==> config.mk <==
export PLATFORM = sky130hd
export DESIGN_NAME = drvirq_gate
export DESIGN_NICKNAME = d
export VERILOG_FILES = /design/src/rtl/drvirq_pkg.sv /design/src/rtl/drvirq_sync.sv /design/src/rtl/drvirq_port.sv /design/src/rtl/drvirq_readmux.sv /design/src/rtl/drvirq_gate.sv
export SDC_FILE = /design/constraint.sdc
export NUM_CORES = 1
export LEC_CHECK = 0
export ABC_AREA = 1
export BUFFER_PORTS_ARGS = -buffer_cell sky130_fd_sc_hd__buf_4
export CAP_MARGIN = 20
export CORE_MARGIN = 10
export CORE_UTILIZATION = 25
export DETAILED_ROUTE_END_ITERATION = 12
export MAX_ROUTING_LAYER = met4
export SLEW_MARGIN = 5
export SYNTH_ARGS = -nofsm -noshare
export SYNTH_HDL_FRONTEND = slang
export SYNTH_SLANG_ARGS = --single-unit
==> constraint.sdc <==
create_clock -name clk -period 2.3 [get_ports clk]
set_input_delay 0.69 -clock clk [delete_from_list [all_inputs] [get_ports clk]]
set_output_delay 0.69 -clock clk [all_outputs]
set_load 0.02 [all_outputs]
==> src/rtl/drvirq_pkg.sv <==
package drvirq_pkg;
  localparam int unsigned ADDR_W      = 16;
  localparam int unsigned DATA_W      = 8;
  localparam int unsigned NUM_PORTS   = 2;
  localparam int unsigned SYNC_STAGES = 2;
  localparam logic [ADDR_W-1:0] MASK_BASE   = 16'h2200;
  localparam logic [ADDR_W-1:0] STAT_OFS    = 16'h0090;
  localparam logic [ADDR_W-1:0] PORT_STRIDE = 16'h1000;

  function automatic logic [ADDR_W-1:0] mask_addr_of(input int unsigned p);
    return MASK_BASE + ADDR_W'(p) * PORT_STRIDE;
  endfunction

  function automatic logic [ADDR_W-1:0] stat_addr_of(input int unsigned p);
    return mask_addr_of(p) + STAT_OFS;
  endfunction
endpackage

==> src/rtl/drvirq_sync.sv <==
module drvirq_sync #(
  parameter int unsigned WIDTH  = 2,
  parameter int unsigned STAGES = 2
) (
  input  logic             clk,
  input  logic             rst,
  input  logic [WIDTH-1:0] async_in,
  output logic [WIDTH-1:0] sync_out
);
  localparam int unsigned LAST = STAGES - 1;

  for (genvar b = 0; b < WIDTH; b++) begin : g_bit
    logic [STAGES-1:0] chain_q;
    always_ff @(posedge clk) begin
      if (rst) chain_q <= '0;
      else if (STAGES == 1) chain_q <= async_in[b];
      else chain_q <= {chain_q[STAGES-2:0], async_in[b]};
    end
    assign sync_out[b] = chain_q[LAST];
  end
endmodule

==> src/rtl/drvirq_port.sv <==
module drvirq_port #(
  parameter int unsigned ADDR_W = 16,
  parameter logic [ADDR_W-1:0] MASK_ADDR = 16'h2200,
  parameter logic [ADDR_W-1:0] STAT_ADDR = 16'h2290
) (
  input  logic              clk,
  input  logic              rst,
  input  logic [ADDR_W-1:0] bus_addr,
  input  logic              bus_rd,
  input  logic              bus_wr,
  input  logic              line_sync,
  output logic              en,
  output logic              stat_rd_hit,
  output logic              stat_bit
);
  logic mask_hit;
  logic en_q;

  assign mask_hit    = (bus_addr == MASK_ADDR);
  assign stat_rd_hit = bus_rd && (bus_addr == STAT_ADDR);
  assign stat_bit    = line_sync;

  // Disable by read has priority over enable by write (safe side).
  always_ff @(posedge clk) begin
    if (rst)                      en_q <= 1'b0;
    else if (bus_rd && mask_hit)  en_q <= 1'b0;
    else if (bus_wr && mask_hit)  en_q <= 1'b1;
  end
  assign en = en_q;


  en_set_chk: assert property (@(posedge clk) disable iff (rst)
    $rose(en_q) |-> $past(bus_wr && !bus_rd && mask_hit));

  en_clr_chk: assert property (@(posedge clk) disable iff (rst)
    (bus_rd && mask_hit) |=> !en_q);

  en_hold_chk: assert property (@(posedge clk) disable iff (rst)
    !(mask_hit && (bus_rd || bus_wr)) |=> $stable(en_q));
endmodule

==> src/rtl/drvirq_readmux.sv <==
module drvirq_readmux #(
  parameter int unsigned NUM_PORTS = 2,
  parameter int unsigned DATA_W    = 8
) (
  input  logic                 clk,
  input  logic                 rst,
  input  logic                 bus_rd,
  input  logic [NUM_PORTS-1:0] stat_rd_hit,
  input  logic [NUM_PORTS-1:0] stat_bits,
  output logic [DATA_W-1:0]    rdata
);
  logic [DATA_W-1:0] rdata_q;
  logic              bit0_d;

  assign bit0_d = |(stat_rd_hit & stat_bits);

  always_ff @(posedge clk) begin
    if (rst)         rdata_q <= '0;
    else if (bus_rd) rdata_q <= {{(DATA_W-1){1'b0}}, bit0_d};
  end
  assign rdata = rdata_q;


  rdata_hi_chk: assert property (@(posedge clk) disable iff (rst)
    rdata_q[DATA_W-1:1] == '0);
endmodule

==> src/rtl/drvirq_gate.sv <==
module drvirq_gate
  import drvirq_pkg::*;
#(
  parameter int unsigned P_ADDR_W  = ADDR_W,
  parameter int unsigned P_DATA_W  = DATA_W,
  parameter int unsigned P_PORTS   = NUM_PORTS,
  parameter int unsigned P_SYNC    = SYNC_STAGES
) (
  input  logic                clk,
  input  logic                rst,
  input  logic [P_ADDR_W-1:0] bus_addr,
  input  logic                bus_rd,
  input  logic                bus_wr,
  input  logic [P_DATA_W-1:0] bus_wdata,
  output logic [P_DATA_W-1:0] bus_rdata,
  input  logic [P_PORTS-1:0]  drv_irq,
  output logic                irq_req,
  output logic                irq_pending
);
  logic [P_PORTS-1:0] line_sync;
  logic [P_PORTS-1:0] en;
  logic [P_PORTS-1:0] stat_rd_hit;
  logic [P_PORTS-1:0] stat_bits;
  logic               irq_req_q;
  logic               pend_q;
  wire                unused_wdata = ^bus_wdata;

  drvirq_sync #(.WIDTH(P_PORTS), .STAGES(P_SYNC)) sync_i (
    .clk(clk), .rst(rst), .async_in(drv_irq), .sync_out(line_sync)
  );

  for (genvar p = 0; p < P_PORTS; p++) begin : g_port
    drvirq_port #(
      .ADDR_W(P_ADDR_W),
      .MASK_ADDR(P_ADDR_W'(mask_addr_of(p))),
      .STAT_ADDR(P_ADDR_W'(stat_addr_of(p)))
    ) port_i (
      .clk(clk), .rst(rst),
      .bus_addr(bus_addr), .bus_rd(bus_rd), .bus_wr(bus_wr),
      .line_sync(line_sync[p]),
      .en(en[p]),
      .stat_rd_hit(stat_rd_hit[p]),
      .stat_bit(stat_bits[p])
    );
  end

  drvirq_readmux #(.NUM_PORTS(P_PORTS), .DATA_W(P_DATA_W)) rmux_i (
    .clk(clk), .rst(rst), .bus_rd(bus_rd),
    .stat_rd_hit(stat_rd_hit), .stat_bits(stat_bits),
    .rdata(bus_rdata)
  );

  always_ff @(posedge clk) begin
    if (rst) begin
      irq_req_q <= 1'b0;
      pend_q    <= 1'b0;
    end else begin
      irq_req_q <= |(line_sync & en);
      pend_q    <= |line_sync;
    end
  end
  assign irq_req     = irq_req_q;
  assign irq_pending = pend_q;


  irq_masked_chk: assert property (@(posedge clk) disable iff (rst)
    !$past(|en) |-> !irq_req_q);

  irq_pend_chk: assert property (@(posedge clk) disable iff (rst)
    irq_req_q |-> pend_q);
endmodule

==> impl_results.html <==
<table>
<tr><th>Metric</th><th>Value</th></tr>
<tr><th colspan="2">Job</th></tr>
<tr><td>Max_cap viols</td><td>0</td></tr>
<tr><th colspan="2">Cells and area</th></tr>
<tr><td>Final core utilization</td><td>36.92%</td></tr>
<tr><td>Fill count</td><td>221</td></tr>
<tr><td>Synthesis-to-finish area growth</td><td>41.48%</td></tr>
<tr><td>Final #Nets</td><td>137</td></tr>
<tr><td>Antenna fix cells</td><td>0</td></tr>
<tr><td>Share of layout cells above drive strength 1</td><td>31.13%</td></tr>
<tr><td>Finished layout cell area</td><td>716.9 um^2</td></tr>
<tr><th colspan="2">Status</th></tr>
<tr><td>Status</td><td>finished, final reports clean</td></tr>
<tr><th colspan="2">Floorplanning</th></tr>
<tr><td>Effective utilization at floorplan</td><td>26.10%</td></tr>
<tr><td>Die span in x</td><td>65.02 um</td></tr>
<tr><td>DIE HEIGHT</td><td>65.02 um</td></tr>
<tr><td>Number of cell rows</td><td>16</td></tr>
<tr><td>Core area</td><td>0.001942 mm^2</td></tr>
<tr><td>Area enclosed by the die boundary</td><td>0.004228 mm^2</td></tr>
<tr><td>Number of top-level pins</td><td>40</td></tr>
<tr><th colspan="2">Global route</th></tr>
<tr><td>Via count of the first global-routing pass</td><td>486</td></tr>
<tr><td>Antenna violations before repair</td><td>0</td></tr>
<tr><td>Global-route total usage across every layer</td><td>5.809%</td></tr>
<tr><td>Global-route wire length before repair</td><td>1938 um</td></tr>
<tr><td>Maximum number of pins on one net before global-route repair</td><td>8</td></tr>
<tr><td>Remaining global-route overflow</td><td>0</td></tr>
<tr><th colspan="2">Clocking</th></tr>
<tr><td>H-tree levels</td><td>1</td></tr>
<tr><td>Post-CTS setup-driven buffer insertion count</td><td>0</td></tr>
<tr><td>CTS Buf Count</td><td>3</td></tr>
<tr><td>Clock tree buffer depth</td><td>2</td></tr>
<tr><td>Clock sink total</td><td>9</td></tr>
<tr><td>Clock-pin slew of the registers on the worst-case setup and hold paths</td><td>0.05 ns</td></tr>
<tr><td>Hold buffer count at cts</td><td>0</td></tr>
<tr><td>Clock tree from TritonCTS</td><td>done</td></tr>
<tr><td>Buffer type at the clock tree root</td><td>sky130_fd_sc_hd__clkbuf_4</td></tr>
<tr><td>Number of cells upsized or downsized after cts</td><td>0</td></tr>
<tr><td>Insertion delay to the later sink of the worst-skew pair</td><td>0.25 ns</td></tr>
<tr><th colspan="2">Synth</th></tr>
<tr><td>Dominant synthesized flop cell</td><td>sky130_fd_sc_hd__dfxtp_1</td></tr>
<tr><td>Main area contributors after synthesis</td><td>sky130_fd_sc_hd__dfxtp_1 (36%), sky130_fd_sc_hd__nor2_1 (11%), sky130_fd_sc_hd__buf_4 (10%)</td></tr>
<tr><td>Most repeated cell in the gate-level netlist after synthesis</td><td>sky130_fd_sc_hd__nor2_1</td></tr>
<tr><td>Flip-flop and latch count after synthesis</td><td>9</td></tr>
<tr><td>Share of flip-flops with an asynchronous set or reset</td><td>0%</td></tr>
<tr><td>Cell type contributing the most total cell area after synthesis</td><td>sky130_fd_sc_hd__dfxtp_1</td></tr>
<tr><td>Mean Syn Cell Area</td><td>6.414 um^2</td></tr>
<tr><td>Count of flip-flops with a built-in enable after synthesis</td><td>0</td></tr>
<tr><td>Mapped Area</td><td>506.7 um^2</td></tr>
<tr><td>Post-synth top cells</td><td>sky130_fd_sc_hd__nor2_1 (15), sky130_fd_sc_hd__inv_1 (14), sky130_fd_sc_hd__nand2_1 (12)</td></tr>
<tr><td>Gate count of the mapped netlist</td><td>79</td></tr>
<tr><td>Number of warnings printed during yosys synthesis</td><td>0</td></tr>
<tr><td>Proportion of netlist area held by the largest area contributor</td><td>35.56%</td></tr>
<tr><td>Unique cell type count in the Yosys netlist</td><td>14</td></tr>
<tr><td>Fraction of the yosys area taken by sequential cells</td><td>35.56%</td></tr>
<tr><th colspan="2">Detailed routing</th></tr>
<tr><td>Number of vias per cell</td><td>3.797</td></tr>
<tr><td>Routed wire length on met3</td><td>111 um</td></tr>
<tr><td>Count of antenna-violating nets left after detailed routing</td><td>0</td></tr>
<tr><td>Drt initial violations</td><td>18</td></tr>
<tr><td>Post-DR wirelength/cell</td><td>8.865 um</td></tr>
<tr><td>Total vias in the final route</td><td>505</td></tr>
<tr><td>DR WL met2</td><td>612 um</td></tr>
<tr><td>M1 wire length</td><td>454 um</td></tr>
<tr><td>Highest routed metal layer</td><td>met3</td></tr>
<tr><td>Total detailed-routing wirelength</td><td>1179 um</td></tr>
<tr><td>DRC errors left</td><td>0</td></tr>
<tr><td>Number of search-and-repair iterations in the first detailed-routing pass</td><td>4</td></tr>
<tr><th colspan="2">Placed design</th></tr>
<tr><td>Detailed placer's ending HPWL</td><td>1077 um</td></tr>
<tr><td>Weighted congestion reported at the end of routability-driven placement</td><td>0.6531</td></tr>
<tr><td>Count of buffers inserted at the top-level ports</td><td>24</td></tr>
<tr><td>Pre-CTS worst setup slack</td><td>0.8008 ns</td></tr>
<tr><td>Placement Cell Area</td><td>690.7 um^2</td></tr>
<tr><th colspan="2">Critical path</th></tr>
<tr><td>Crit-path max FO</td><td>2</td></tr>
<tr><td>Max incr delay on CP</td><td>0.32 ns</td></tr>
<tr><td>Nature of the critical path endpoint</td><td>output pin</td></tr>
<tr><td>CP Cell Sequence</td><td>buf_4</td></tr>
<tr><td>Slowest cell on crit path</td><td>sky130_fd_sc_hd__dfxtp_1</td></tr>
<tr><td>Data required time at the worst endpoint</td><td>1.61 ns</td></tr>
<tr><td>CP bufs+invs</td><td>1</td></tr>
<tr><td>Worst EP arrival</td><td>0.71 ns</td></tr>
<tr><td>Critical Path Source Type</td><td>flop</td></tr>
<tr><td>Start-to-end type of the worst setup path</td><td>reg2out</td></tr>
<tr><td>CP top delay family</td><td>flip-flops</td></tr>
<tr><th colspan="2">Power</th></tr>
<tr><td>Worst vdd ir</td><td>0.0003391 V</td></tr>
<tr><td>Pwr per Cell Area</td><td>481.0 mW/mm^2</td></tr>
<tr><td>Static Leakage</td><td>0.3605 nW</td></tr>
<tr><th colspan="2">STA</th></tr>
<tr><td>Setup repair after global routing missed its margin</td><td>no</td></tr>
<tr><td>Final worst-path cycle share</td><td>61.04%</td></tr>
<tr><td>Crit path time final</td><td>1.404 ns</td></tr>
<tr><td>Setup Skew</td><td>0.004417 ns</td></tr>
<tr><td>Setup Viol. Count Final</td><td>0</td></tr>
<tr><td>Max-slew violation count</td><td>0</td></tr>
<tr><td>Fin. Hold Viols</td><td>0</td></tr>
<tr><td>Worst setup margin</td><td>0.8961 ns</td></tr>
<tr><td>Post-route setup TNS</td><td>0 ns</td></tr>
<tr><td>Peak clock frequency supported by timing</td><td>0.7123 GHz</td></tr>
<tr><th colspan="2">Hold path</th></tr>
<tr><td>Min-delay worst type</td><td>reg2reg</td></tr>
</table>
==> cell families after synthesis <==
kind of cell,share of synthesized area [%]
buffers and inverters,21.48
and+or+nand+nor,37.28
AOI/OAI and AO/OA,4.937
DFF,35.56
other,0.7400
==> through the flow <==
step	cells	hold slack [ns]	power, mW
floorplan	85	0.3883	0.2038
global placement	129	0.3897	0.2313
detailed placement	129	0.3976	0.2332
CTS	133	0.4127	0.3538
global route	133	0.4238	0.3658
finish	133	0.4082	0.3449
==> registers in the layout, indices dropped and copies added (netlist names) <==
register,count
g_port.port_i.en,2
irq_pending,1
irq_req,1
rmux_i.rdata,1
sync_i.g_bit.chain_q,4
==> power breakdown <==
group | switching (mW) | internal, mW | leakage [nW] | total, mW
combinational | 0.0342 | 0.0323 | 0.272 | 0.0665
sequential | 0.00204 | 0.161 | 0.0737 | 0.163
clock | 0.0489 | 0.0665 | 0.0150 | 0.115
==> area by class of cell <==
class	count	area, um^2	area share [%]
Inverter	15	56.30	7.853
Clock buffer	4	26.28	3.665
Timing Repair Buffer	24	180.2	25.13
Sequential cell	9	180.2	25.13
Tap cell	27	33.78	4.712
Multi-Input combinational cell	54	240.2	33.51
==> path summary, 6_finish.rpt <==
path,to,slack (ns),from,cells after the start
max,bus_rdata[0],0.90,rmux_i.rdata[0],1
min,sync_i.g_bit[1].chain_q[1],0.41,sync_i.g_bit[1].chain_q[0],2
max reg2reg,rmux_i.rdata[0],1.57,sync_i.g_bit[1].chain_q[1],4
min reg2reg,sync_i.g_bit[1].chain_q[1],0.41,sync_i.g_bit[1].chain_q[0],2
==> routing by layer <==
layer,global-route usage [%],vias to the layer above
li1,-,276
met1,5.299,213
met2,9.852,16
met3,2.749,0
met4,3.209,0
met5,-,-
==> cell usage in the layout, fill, tap and decap left out, types with 3 or more instances in the layout <==
master,netlist,final
sky130_fd_sc_hd__buf_4,7,24
sky130_fd_sc_hd__nor2_1,15,15
sky130_fd_sc_hd__inv_1,14,14
sky130_fd_sc_hd__nand2_1,12,12
sky130_fd_sc_hd__nand3_1,9,9
sky130_fd_sc_hd__dfxtp_1,9,9
sky130_fd_sc_hd__conb_1,1,7
sky130_fd_sc_hd__a21oi_1,4,4
sky130_fd_sc_hd__nor2_2,3,3
sky130_fd_sc_hd__clkbuf_4,0,3
(Power assumes the default switching activity.)
